File: src/rtl/lsu_pkg.sv
package lsu_pkg;
    localparam int WORD_BYTES = 4;
    localparam int WORD_W     = 8 * WORD_BYTES;
    localparam int LANE_W     = $clog2(WORD_BYTES);

    typedef enum logic [1:0] {
        SZ_BYTE = 2'b00,
        SZ_HALF = 2'b01,
        SZ_WORD = 2'b10,
        SZ_WIDE = 2'b11
    } acc_size_e;

    typedef enum logic [1:0] {
        ST_IDLE      = 2'b00,
        ST_LOAD_RESP = 2'b01,
        ST_FAULT     = 2'b10
    } lsu_state_e;

    typedef struct packed {
        logic [LANE_W-1:0] off;
        acc_size_e         size;
        logic              sgn;
        logic              big;
        logic              chk;
    } load_ctx_t;
endpackage

File: src/rtl/lsu_lane_map.sv
module lsu_lane_map
    import lsu_pkg::*;
(
    input  acc_size_e         size,
    input  logic [LANE_W-1:0] off,
    input  logic              big,
    output logic [LANE_W-1:0] lane,
    output logic              misaligned
);
    logic [LANE_W-1:0] eff;

    always_comb begin
        unique case (size)
            SZ_BYTE: begin
                misaligned = 1'b0;
                eff        = off;
                lane       = big ? (eff ^ 2'd3) : eff;
            end
            SZ_HALF: begin
                misaligned = off[0];
                eff        = {off[1], 1'b0};
                lane       = big ? (eff ^ 2'd2) : eff;
            end
            default: begin
                misaligned = (off != '0);
                eff        = '0;
                lane       = '0;
            end
        endcase
    end
endmodule

File: src/rtl/lsu_store_path.sv
module lsu_store_path
    import lsu_pkg::*;
(
    input  acc_size_e         size,
    input  logic [LANE_W-1:0] lane,
    input  logic [WORD_W-1:0] wdata,
    output logic [WORD_BYTES-1:0] be,
    output logic [WORD_W-1:0] data
);
    logic [LANE_W+2:0] shamt;

    assign shamt = {lane, 3'b000};

    always_comb begin
        unique case (size)
            SZ_BYTE: begin
                be   = 4'b0001 << lane;
                data = {24'b0, wdata[7:0]} << shamt;
            end
            SZ_HALF: begin
                be   = 4'b0011 << lane;
                data = {16'b0, wdata[15:0]} << shamt;
            end
            default: begin
                be   = '1;
                data = wdata;
            end
        endcase
    end
endmodule

File: src/rtl/lsu_load_path.sv
module lsu_load_path
    import lsu_pkg::*;
(
    input  load_ctx_t         ctx,
    input  logic [LANE_W-1:0] lane,
    input  logic [WORD_W-1:0] rdata,
    output logic [WORD_W-1:0] result
);
    logic [LANE_W+2:0]   shamt;
    logic [LANE_W+2:0]   rot;
    logic [WORD_W-1:0]   lane_shifted;
    logic [2*WORD_W-1:0] doubled;
    logic [2*WORD_W-1:0] ror_full;
    logic [2*WORD_W-1:0] rol_full;
    logic [WORD_W-1:0]   word_val;

    assign shamt        = {lane, 3'b000};
    assign rot          = ctx.chk ? '0 : {ctx.off, 3'b000};
    assign lane_shifted = rdata >> shamt;
    assign doubled      = {rdata, rdata};
    assign ror_full     = doubled >> rot;
    assign rol_full     = doubled << rot;
    assign word_val     = ctx.big ? rol_full[2*WORD_W-1:WORD_W] : ror_full[WORD_W-1:0];

    always_comb begin
        unique case (ctx.size)
            SZ_BYTE: result = {{24{ctx.sgn & lane_shifted[7]}},  lane_shifted[7:0]};
            SZ_HALF: result = {{16{ctx.sgn & lane_shifted[15]}}, lane_shifted[15:0]};
            default: result = word_val;
        endcase
    end
endmodule

File: src/rtl/lsu_ctrl.sv
module lsu_ctrl
    import lsu_pkg::*;
(
    input  logic clk,
    input  logic rst_n,
    input  logic req_valid,
    input  logic req_write,
    input  logic fault,
    output logic mem_go,
    output logic ctx_capture,
    output logic resp_valid,
    output logic resp_abort
);
    lsu_state_e state, state_nx;

    always_ff @(posedge clk) begin
        if (!rst_n) state <= ST_IDLE;
        else        state <= state_nx;
    end

    always_comb begin
        state_nx = ST_IDLE;
        unique case (state)
            ST_IDLE, ST_LOAD_RESP, ST_FAULT: begin
                if (req_valid && fault)           state_nx = ST_FAULT;
                else if (req_valid && !req_write) state_nx = ST_LOAD_RESP;
                else                              state_nx = ST_IDLE;
            end
            default: state_nx = ST_IDLE;
        endcase
    end

    always_comb begin
        mem_go      = req_valid && !fault;
        ctx_capture = req_valid && !fault && !req_write;
        resp_valid  = (state == ST_LOAD_RESP);
        resp_abort  = (state == ST_FAULT);
    end
endmodule

File: src/rtl/lsu_lane_unit.sv
module lsu_lane_unit
    import lsu_pkg::*;
#(
    parameter int ADDR_W = 32
) (
    input  logic              clk,
    input  logic              rst_n,
    input  logic              req_valid,
    input  logic              req_write,
    input  logic [1:0]        req_size,
    input  logic              req_signed,
    input  logic [ADDR_W-1:0] req_addr,
    input  logic [31:0]       req_wdata,
    input  logic              cfg_big_endian,
    input  logic              cfg_align_check,
    output logic              mem_req,
    output logic              mem_we,
    output logic [ADDR_W-1:0] mem_addr,
    output logic [3:0]        mem_be,
    output logic [31:0]       mem_wdata,
    input  logic [31:0]       mem_rdata,
    output logic              ld_valid,
    output logic [31:0]       ld_data,
    output logic              ld_abort
);
    acc_size_e         size_in;
    logic [LANE_W-1:0] req_lane;
    logic              req_misaligned;
    logic              fault;
    logic              capture;
    load_ctx_t         ctx_q;
    load_ctx_t         ctx_d;
    logic [LANE_W-1:0] ld_lane;
    logic              ld_mis_unused;

    assign size_in = acc_size_e'(req_size);

    lsu_lane_map u_req_map (
        .size       (size_in),
        .off        (req_addr[LANE_W-1:0]),
        .big        (cfg_big_endian),
        .lane       (req_lane),
        .misaligned (req_misaligned)
    );

    assign fault = cfg_align_check && req_misaligned;

    lsu_ctrl u_ctrl (
        .clk         (clk),
        .rst_n       (rst_n),
        .req_valid   (req_valid),
        .req_write   (req_write),
        .fault       (fault),
        .mem_go      (mem_req),
        .ctx_capture (capture),
        .resp_valid  (ld_valid),
        .resp_abort  (ld_abort)
    );

    assign mem_we   = req_write;
    assign mem_addr = {req_addr[ADDR_W-1:LANE_W], {LANE_W{1'b0}}};

    lsu_store_path u_store (
        .size  (size_in),
        .lane  (req_lane),
        .wdata (req_wdata),
        .be    (mem_be),
        .data  (mem_wdata)
    );

    always_comb begin
        ctx_d.off  = req_addr[LANE_W-1:0];
        ctx_d.size = size_in;
        ctx_d.sgn  = req_signed;
        ctx_d.big  = cfg_big_endian;
        ctx_d.chk  = cfg_align_check;
    end

    always_ff @(posedge clk) begin
        if (!rst_n)       ctx_q <= '0;
        else if (capture) ctx_q <= ctx_d;
    end

    lsu_lane_map u_ld_map (
        .size       (ctx_q.size),
        .off        (ctx_q.off),
        .big        (ctx_q.big),
        .lane       (ld_lane),
        .misaligned (ld_mis_unused)
    );

    lsu_load_path u_load (
        .ctx    (ctx_q),
        .lane   (ld_lane),
        .rdata  (mem_rdata),
        .result (ld_data)
    );
endmodule

File: config.mk
export PLATFORM = sky130hd
export DESIGN_NAME = lsu_lane_unit
export DESIGN_NICKNAME = d
export VERILOG_FILES = /design/src/rtl/lsu_pkg.sv /design/src/rtl/lsu_lane_map.sv /design/src/rtl/lsu_store_path.sv /design/src/rtl/lsu_load_path.sv /design/src/rtl/lsu_ctrl.sv /design/src/rtl/lsu_lane_unit.sv
export SDC_FILE = /design/constraint.sdc
export NUM_CORES = 1
export LEC_CHECK = 0
export BUFFER_PORTS_ARGS = -buffer_cell sky130_fd_sc_hd__buf_2
export CAP_MARGIN = 15
export CORE_MARGIN = 2
export CORE_UTILIZATION = 51
export CTS_CLUSTER_SIZE = 16
export DETAILED_ROUTE_END_ITERATION = 8
export MAX_ROUTING_LAYER = met4
export PLACE_DENSITY = 0.89
export SYNTH_ARGS = -nofsm -noshare
export SYNTH_HDL_FRONTEND = slang
export SYNTH_SLANG_ARGS = --single-unit
File: constraint.sdc
create_clock -name clk -period 5.1 [get_ports clk]
set_input_delay 1.02 -clock clk [delete_from_list [all_inputs] [get_ports clk]]
set_output_delay 1.02 -clock clk [all_outputs]
set_load 0.01 [all_outputs]
After elaboration in Yosys (flattened, before gate mapping)
Index checks and enable logic that the tools add are counted.

Register bits: 9. Input port bits: 105. Output and inout bits: 104. Word-level logic and storage cells: 54.

Eq/ne operators: 4. Shifts and indexed selects: 7. Mux-type cells: 14. Bitwise logic cells: 8. Reduce and logical (&&, ||, !) cells: 14.

Operators by type and width (count): one-hot mux 32 bit (2 select lines) (2); << shifter 64 x 5 -> 64 bit (1); >> shifter 64 x 5 -> 32 bit (1); 2-to-1 mux 32 bit (1); << shifter 16 x 5 -> 32 bit (1); << shifter 8 x 5 -> 32 bit (1); >> shifter 32 x 5 -> 16 bit (1); 2-to-1 mux 2 bit (5); one-hot mux 2 bit (2 select lines) (2); one-hot mux 4 bit (2 select lines) (1); equality test 2 x 1 -> 1 bit (second input constant) (3); zero test 2 bit (3); OR reduction 3 bit (2); logical AND 1 bit (5); 2-to-1 mux 5 bit (1); NOT 1 bit (4); NOT 2 bit (2); << shifter 1 x 2 -> 4 bit (first input constant) (1); << shifter 2 x 2 -> 4 bit (first input constant) (1); bitwise AND 1 bit (2); equality test 2 bit (second input constant) (1); zero test 1 bit (2); one-hot mux 1 bit (2 select lines) (1); AND reduction 2 bit (1); other kinds (2) (2).

Logic depth before layout (Yosys ltp)
Gate-level depths: netlist of run 1.

Word-level depth: 6. Depth in mapped cells: 8. Gate-level depth less buffers: 5.

By module
From an unflattened synthesis of run 1, not the netlist that was laid out.

Cell total of the unflattened synthesis: 569. Area, all modules: 3584.7 um^2.

By module, submodules not included: lsu_load_path (times used 1, cells an instance 393, area each 2306.0 um^2, seq. area each 0.0 um^2); lsu_store_path (times used 1, cells an instance 96, area each 574.3 um^2, seq. area each 0.0 um^2); lsu_lane_unit (times used 1, cells an instance 57, area each 523.0 um^2, seq. area each 140.1 um^2); lsu_ctrl (times used 1, cells an instance 9, area each 93.8 um^2, seq. area each 40.0 um^2); lsu_lane_map (times used 2, cells an instance 7, area each 43.8 um^2, seq. area each 0.0 um^2).

Worst setup path after synthesis of run 1
OpenSTA, ideal clock, no wires.

Path type: input -> output. From: input cfg_big_endian. To: output mem_wdata[0]. Arrival: 2317 ps. Data required time: 4080 ps. Slack: 1763 ps. Cell stages on the path: 7. Buffers on the path: 2. Cell sequence: buf_2 > xor2_1 > nand2b_1 > clkbuf_1 > inv_2 > nor2_1 > and2_1.

Longest elaborated chain between the ends: 4. Elaborated cells on any way between the ends: 6. Those cells by class: shift (2); mux (4).

Ends and longest elaborated chain: from (decl) (RTL line lsu_lane_unit.sv:14) `input logic cfg_big_endian,`; 2-to-1 mux 2 bit, on equally long branches (RTL line lsu_lane_map.sv:17, lsu_lane_map.sv:22); one-hot mux 2 bit (2 select lines) * (RTL line lsu_lane_map.sv:13) `unique case (size)`; << shifter 16 x 5 -> 32 bit or << shifter 8 x 5 -> 32 bit (tied branches) (RTL line lsu_store_path.sv:22, lsu_store_path.sv:18); one-hot mux 32 bit (2 select lines) * (RTL line lsu_store_path.sv:15) `unique case (size)`; to (decl) (RTL line lsu_lane_unit.sv:20) `output logic [31:0] mem_wdata,`.

Mark *: on every way between the ends. The rest lies on a longest branch, timed or not.

Final worst setup path of run 1
From: register ctx_q[0] in the netlist's numbering. To: output ld_data[29].

Longest elaborated chain between the ends: 4. Elaborated cells on any way between the ends: 5. Those cells by class: shift (2); mux (3).

Ends and longest elaborated chain: from (decl) (RTL line lsu_lane_unit.sv:31) `load_ctx_t ctx_q;`; from (signal assigned) (RTL line lsu_lane_unit.sv:81) `else if (capture) ctx_q <= ctx_d;`; 2-to-1 mux 5 bit * (RTL line lsu_load_path.sv:18) `assign rot = ctx.chk ? '0 : {ctx.off, 3'b000};`; >> shifter 64 x 5 -> 32 bit or << shifter 64 x 5 -> 64 bit (tied branches) (RTL line lsu_load_path.sv:21, lsu_load_path.sv:22); 2-to-1 mux 32 bit * (RTL line lsu_load_path.sv:23) `assign word_val = ctx.big ? rol_full[2*WORD_W-1:WORD_W] : ror_full[WORD_W-1:0];`; one-hot mux 32 bit (2 select lines) * (RTL line lsu_load_path.sv:26) `unique case (ctx.size)`; to (decl) (RTL line lsu_lane_unit.sv:23) `output logic [31:0] ld_data,`.

Marks and branches as above.

==> out/results.tsv, run 1 <==
metric	value	unit
outcome	complete, no violations	
Post-CTS Repair Setup Buffers	0	
max cap viols	0	
die area	0.00861	mm2
Worst-path clk slew	0.05	ns
Vias/cell	6.51	
TritonRoute pass-1 iters	6	
RR Startpoint	ctx_q[0]	
clk buf depth	2	
layout cells sized above 1	30.5	%
Worst Clk Skew	0.0000393	ns
post-route ant nets	0	
chip height	92.8	um
CP max stage delay	1.00	ns
fin cells	741	
post-detailed-route wirelength per cell	18.0	um
Buffers on Ports	146	
Setup crit start kind	flip-flop	
WP buf/inv	1	
CP Data Arrival Time	3.23	ns
CP cell instances	nand2b_2 -> mux4_4 -> mux2i_1 -> o21bai_1 -> buf_2	
kind of cell adding the most delay to the critical path	simple AND/OR/NAND/NOR gates	
total grt overflow	0	
core region area	0.00769	mm2
GRT Util Overall	28.9	%
largest area contributor in the netlist	nand2_1	
Max-Slew Margin vs Limit	26.8	%
predominant post-synthesis flop cell	dfxtp_1	
asr flop ratio synth	0	%
register area share after synthesis	4.48	%
period utilization	83.4	%
die width	92.8	um
cts hold-fix bufs	0	
Resize count post-CTS	0	
Synth Register Bits	9	
worst hold start	u_ctrl.state[1]	
Via Count	4821	
top cells by count, synth	nand2_1 (104), a21oi_1 (38), buf_4 (38)	
post-synthesis cell type count	66	
first-pass GRT wire length	20200	um
CTS root buf	clkbuf_8	
DR iter-0 viols	444	
RR Endpoint	ctx_q[0]	
final wirelength	13300	um
largest net degree at the start of global routing	58	
Syn Area/Cell	7.17	um2
PD cells	132	mW/mm2
reg2reg setup slack	3.82	ns
final hold vios	0	
Hold Path Depth	2	
Synth Cell Area	0.00402	mm2
synth top area cells	nand2_1 (9.7%), buf_4 (7.1%), mux2i_1 (6.2%)	
post-layout power	0.592	mW
CP max FO	55	
Placer Congestion	0.960	
Max IR drop VDD	0.0970	mV
Slew Limit Fails	0	
Sink Count	9	
TritonCTS clock tree	yes	
Synth-to-Final Area Change	11.9	%
std cell rows	32	
hold endpoint	u_ctrl.state[0]	
clock buffers created by TritonCTS	3	
Synth warnings	0	
vias in the first global route	4236	
final count of negative-setup-slack endpoints	0	
worst r2r path cells	2	
CP endpoint kind	primary output	
Boundary Pins	209	
DP HPWL	9620	um
Final min period	4.25	ns
Leak	2.01	nW
clock latency on the worst-skew pair	0.23	ns
RSZ-0062 raised after global routing	no	
final net count	745	
slowest stage cell, crit path	nand2b_2	
Post-synth EDFFs	0	
post-synth top area share	9.71	%
Max H-tree Level	1	
placed insts	737	
Max Clk Rate	235	MHz
most numerous cell in the Yosys netlist	nand2_1	
Synth Instances	561	
drt drc	0	
Fin Hold WS	0.553	ns
Starting Density	52.3	%
CP Class	reg2out	
antenna violations before repair	0	
worst path required time	4.08	ns
setup TNS	0	ns
Antenna Diode Count	0	
Worst-Margin Slew	1.10	ns
Tightest Hold Check Type	reg2reg	
routing by layer:
layer  up-vias  share of wire (%)  GRT usage, %
met5         -                  0             -
met1      2226                 37          34.3
li1       2217                  -             -
met3        58                8.8          1.95
met4         0                3.5          11.4
met2       320                 50          51.0
final cells by class:
cell class	count	area [um2]
inverter	10	37.5
multi-input combinational	457	3280
fill	725	3190
tap	102	128
clock inverter	1	5.00
sequential	9	181
timing repair buffer	159	828
clock buffer	3	41.3
worst register-to-register path, cell delays in order, from the launching register on:
cell     delay [ns]
dfxtp_1        0.90
mux2i_1        0.18
nor2b_1        0.14
sequential cells by signal, summed over array words and instances, names as in the netlist:
signal        flops
ctx_q             7
u_ctrl.state      2
cells by family (layout without fill, tap and decap cells):
logic type,after synthesis,count (layout),share of synthesized area [%]
buf+inv,96,173,14.2
flops,9,9,4.48
other cells,1,2,0.0933
compound gates,191,191,34.3
mux,56,56,21.6
simple gates,203,203,24.0
xor+xnor,5,5,1.28
how the worst max path moves through the flow:
stage,from,endpoint,cells after the start,slack (ns)
2_1_floorplan,cfg_big_endian,mem_wdata[0],7,1.76
3_3_place_gp,cfg_big_endian,mem_wdata[18],6,1.32
5_1_grt,ctx_q[6],ld_data[22],6,0.73
6_report,ctx_q[0],ld_data[29],5,0.85
4_1_cts,ctx_q[0],ld_data[29],5,0.95
3_5_place_dp,ctx_q[0],ld_data[29],5,1.21
report_power, final:
group	switching [mW]	leakage [nW]	total [mW]	internal [mW]
combinational	0.237	1.91	0.425	0.188
clock	0.0277	0.0255	0.0810	0.0532
sequential	0.0124	0.0739	0.0861	0.0738
placed cells by master, fill, tap and decap left out, drive strengths merged, types with 3 or more instances in the layout:
| master | n |
|---|---|
| and3 | 6 |
| mux2i | 25 |
| a22oi | 9 |
| a31oi | 17 |
| mux2 | 10 |
| nand3 | 5 |
| nor2 | 26 |
| clkbuf | 3 |
| a311o | 3 |
| mux4 | 21 |
| a22o | 16 |
| nor3 | 4 |
| xnor2 | 3 |
| o221ai | 6 |
| nand2b | 17 |
| inv | 9 |
| and2 | 9 |
| o21ai | 19 |
| a21oi | 38 |
| o21bai | 17 |
| dfxtp | 9 |
| a32oi | 9 |
| o22ai | 8 |
| a221oi | 7 |
| a311oi | 6 |
| o31ai | 6 |
| buf | 159 |
| a21boi | 13 |
| a211oi | 10 |
| nand2 | 104 |
| nor2b | 22 |
per-stage QoR:
step	utilization, %	setup slack [ns]	area (um2)
after floorplan	-	1.76	4030
after global routing	58.5	0.732	4500
after CTS	58.5	0.953	4500
after detailed placement	57.9	1.21	4450
final	58.5	0.845	4500
after global placement	57.9	1.32	4450
(Power assumes the default switching activity.)
==> run 2, diff against run 1 <==
- CORE_UTILIZATION: 51 -> 43
- PLACE_DENSITY: 0.89 -> 0.8
- clock period: 5.1 -> 3.6 ns (I/O delays scaled with it)
==> out/results.tsv, run 2 (synthesis gave the netlist of run 1 again) <==
metric	value	unit
register area	181	um2
drt drc	0	
final count of negative-setup-slack endpoints	0	
placed insts	754	
CP cell instances	xnor2_1 -> o21ai_0 -> a211o_1 -> o2bb2ai_4 -> o21bai_1 -> buf_2	
worst path required time	2.88	ns
Layout fillers	881	
max reg flops	7	
Largest regs	ctx_q x7, u_ctrl.state x2	
max cap viols	0	
die area	0.0101	mm2
die width	101	um
sw frac	46.8	%
post-detailed-route wirelength per cell	18.5	um
DP HPWL	10200	um
Worst-path clk slew	0.05	ns
Placed Instance Area	0.00455	mm2
reg2reg setup slack	2.23	ns
Worst Slack Setup Final	0.216	ns
CP max FO	16	
setup TNS	0	ns
crit path from	ctx_q[6]	
Max IR drop VDD	0.121	mV
Fin Hold WS	0.573	ns
fin util	50.2	%
sequential power share	13.5	%
Buffers on Ports	146	
first-pass GRT wire length	21900	um
clock buffers created by TritonCTS	3	
Max H-tree Level	1	
post-layout power	0.857	mW
PD cells	187	mW/mm2
clock latency on the worst-skew pair	0.24	ns
Internal Pwr Total	0.456	mW
Placer Congestion	0.951	
Clk pwr share	14.0	%
RSZ-0062 raised after global routing	no	
clk buf depth	2	
Sink Count	9	
slowest stage cell, crit path	xnor2_1	
cts hold-fix bufs	0	
worst hold start	u_ctrl.state[1]	
Slew Limit Fails	0	
Hold Path Depth	2	
CTS root buf	clkbuf_8	
hold endpoint	u_ctrl.state[0]	
GRT Util Overall	27.0	%
std cell rows	35	
worst r2r path cells	3	
TritonRoute pass-1 iters	5	
Via Count	4865	
Worst-Margin Slew	0.930	ns
total grt overflow	0	
final net count	753	
Leak	2.06	nW
Boundary Pins	209	
Max Clk Rate	296	MHz
most common cell after layout, fill and taps aside	buf_2	
Antenna Diode Count	0	
Starting Density	43.9	%
core region area	0.00915	mm2
fin area	0.00459	mm2
Tightest Hold Check Type	reg2reg	
outcome	complete, no violations	
Max-Slew Margin vs Limit	37.6	%
CP max stage delay	0.76	ns
largest net degree at the start of global routing	49	
Top reg by flops	ctx_q	
RR Endpoint	ctx_q[5]	
final hold vios	0	
layout cells sized above 1	31.2	%
Post-CTS Repair Setup Buffers	0	
period utilization	94.0	%
Psw	0.401	mW
CP Class	reg2out	
Multi-input gate area	0.00328	mm2
post-route ant nets	0	
chip height	101	um
Resize count post-CTS	0	
setup slack at placement	0.461	ns
RR Startpoint	ctx_q[5]	
commonest non-fill, non-tap cells in the layout	buf_2 (146), nand2_1 (104), a21oi_1 (38), nor2_1 (25), mux2i_1 (25)	
Comb power frac	72.5	%
CP endpoint kind	primary output	
TritonCTS clock tree	yes	
fin cells	758	
Vias/cell	6.42	
Final min period	3.38	ns
final wirelength	14100	um
CP Data Arrival Time	2.66	ns
Synth-to-Final Area Change	14.2	%
DR iter-0 viols	485	
antenna violations before repair	0	
Setup crit start kind	flip-flop	
Worst Clk Skew	0.0000912	ns
vias in the first global route	4398	
==> run 2: worst max path at each step <==
| stage | to | slack, ns | cells after the start |
|---|---|---|---|
| after global routing | ld_data[29] | 0.11 | 6 |
| after CTS | ld_data[29] | 0.29 | 6 |
| after floorplan | mem_wdata[0] | 0.86 | 7 |
| final | ld_data[29] | 0.22 | 6 |
| after global placement | ld_data[15] | 0.51 | 7 |
| after detailed placement | ld_data[15] | 0.46 | 7 |
==> run 2: area by class of cell <==
cell class / count / share of cell area [%]
multi-input combinational: 457 / 71.3
timing repair buffer: 167 / 19.9
sequential: 9 / 3.95
tap: 111 / 3.02
clock buffer: 4 / 0.981
inverter: 10 / 0.817
==> run 2: worst max-delay path, delay by kind of cell (launching register included) <==
kind | cells | cell delay (ns)
buffers and inverters | 1 | 0.17
XOR/XNOR | 1 | 0.76
flip-flops | 1 | 0.37
AO/OA/AOI/OAI | 4 | 1.13
==> run 2: power by group through the flow <==
stage          Sequential (mW)  Combinational [mW]  Clock, mW
2_1_floorplan            0.110               0.439          0
3_3_place_gp             0.116               0.598          0
3_5_place_dp             0.117               0.612          0
4_1_cts                  0.115               0.615      0.125
5_1_grt                  0.117               0.675      0.128
6_report                 0.115               0.622      0.120
==> run 2: layer usage <==
metal | wire [um] | global-route usage [%]
met4 | 414 | 9.38
met3 | 1460 | 5.20
met5 | 0 | -
met1 | 5470 | 33.8
met2 | 6720 | 43.5
==> run 3, diff against run 2 <==
- CORE_UTILIZATION: 43 -> 30
- PLACE_DENSITY: 0.8 -> unset
==> out/results.tsv, run 3 (synthesis gave the netlist of run 1 again) <==
metric	value	unit
outcome	complete, no violations	
worst r2r path cells	3	
CP max FO	16	
Comb power frac	66.4	%
PD cells	197	mW/mm2
TritonCTS clock tree	yes	
max cap viols	0	
sw frac	43.2	%
clock buffers created by TritonCTS	3	
Largest regs	ctx_q x7, u_ctrl.state x2	
Synth-to-Final Area Change	17.7	%
Post-CTS Repair Setup Buffers	0	
fin util	35.9	%
DP HPWL	10800	um
Vias/cell	5.59	
Resize count post-CTS	0	
Leak	2.09	nW
first-pass GRT wire length	22700	um
std cell rows	42	
die area	0.0143	mm2
Max Clk Rate	301	MHz
CP cell instances	buf_4 -> xnor2_1 -> o21ai_0 -> a211o_1 -> o2bb2ai_4 -> o21bai_1 -> buf_2	
vias in the first global route	4310	
layout cells sized above 1	31.5	%
Psw	0.402	mW
largest net degree at the start of global routing	49	
Max-Slew Margin vs Limit	56.0	%
Via Count	4625	
RR Endpoint	ctx_q[6]	
Top reg by flops	ctx_q	
Max H-tree Level	1	
final count of negative-setup-slack endpoints	0	
sequential power share	12.6	%
total grt overflow	0	
Hold Path Depth	2	
hold endpoint	u_ctrl.state[0]	
max reg flops	7	
Starting Density	30.5	%
RSZ-0062 raised after global routing	no	
Worst-Margin Slew	0.659	ns
Worst Slack Setup Final	0.274	ns
CP Class	reg2out	
crit path from	ctx_q[6]	
CTS root buf	clkbuf_16	
CP endpoint kind	primary output	
commonest non-fill, non-tap cells in the layout	buf_2 (146), nand2_1 (104), a21oi_1 (38), nor2_1 (25), mux2i_1 (25)	
post-route ant nets	0	
period utilization	92.4	%
clock latency on the worst-skew pair	0.23	ns
Buffers on Ports	146	
GRT Util Overall	19.6	%
final wirelength	14400	um
CP Data Arrival Time	2.61	ns
Max IR drop VDD	0.126	mV
die width	120	um
Placer Congestion	0.824	
CP max stage delay	0.58	ns
Tightest Hold Check Type	reg2reg	
final hold vios	0	
reg2reg setup slack	2.36	ns
Internal Pwr Total	0.528	mW
worst path required time	2.88	ns
clk buf depth	2	
Final min period	3.33	ns
setup TNS	0	ns
Sink Count	9	
cts hold-fix bufs	0	
DR iter-0 viols	285	
Setup crit start kind	flip-flop	
RR Startpoint	ctx_q[6]	
post-detailed-route wirelength per cell	17.4	um
core region area	0.0132	mm2
slowest stage cell, crit path	dfxtp_1	
Slew Limit Fails	0	
TritonRoute pass-1 iters	4	
final net count	756	
drt drc	0	
setup slack at placement	0.447	ns
worst hold start	u_ctrl.state[0]	
most common cell after layout, fill and taps aside	buf_2	
Worst-path clk slew	0.04	ns
chip height	120	um
Worst Clk Skew	0.0000123	ns
antenna violations before repair	0	
Boundary Pins	209	
Clk pwr share	21.0	%
## run 3: cell count changes in the layout (fill, tap and decap cells not counted), sizes merged
cell   delta
buf       +3
diode     +1
## run 3: how the worst max path moves through the flow
stage	to	slack [ns]	cells past startpoint
final	ld_data[25]	0.27	7
after global routing	ld_data[31]	0.11	7
after detailed placement	ld_data[15]	0.45	7
after CTS	ld_data[25]	0.27	7
after global placement	ld_data[15]	0.48	7
after floorplan	mem_wdata[0]	0.86	7
## run 3: power by group through the flow
stage / Combinational, mW / Sequential (mW) / Clock, mW
finish: 0.619 / 0.117 / 0.195
global route: 0.678 / 0.119 / 0.204
CTS: 0.622 / 0.117 / 0.199
detailed placement: 0.619 / 0.119 / 0
global placement: 0.619 / 0.119 / 0
floorplan: 0.439 / 0.110 / 0
## run 3: cell type report
| cell class | instances | area [um2] |
|---|---|---|
| fillers | 1439 | 8460 |
| multi-input cells | 457 | 3280 |
| repair buffers | 170 | 936 |
| well taps | 176 | 220 |
| flip-flops and latches | 9 | 181 |
| clock buffers | 4 | 78.8 |
| inverters | 10 | 37.5 |
| diodes | 1 | 2.50 |
## run 3: through the flow
step,total power [mW],hold WS (ns),std cells,cell area [um2]
after floorplan,0.549,0.514,562,4030
after global placement,0.738,0.550,822,4650
after detailed placement,0.738,0.558,822,4650
after CTS,0.939,0.564,826,4730
after global routing,1.00,0.605,826,4730
final,0.931,0.557,827,4730
## run 3: metal layers
metal	vias up	share of wire [%]	wire [um]	global-route usage, %
met5	-	0	0	-
met2	202	49	7030	33.1
met3	14	7.5	1080	2.57
met4	0	1.2	178	4.49
met1	2158	42	6080	25.1
li1	2251	-	-	-
## run 3: critical path: cells and delay by family, from the launching register on
kind,cells,cell delay (ns)
buf+inv,2,0.48
flops,1,0.58
compound gates,4,1.04
xor+xnor,1,0.25
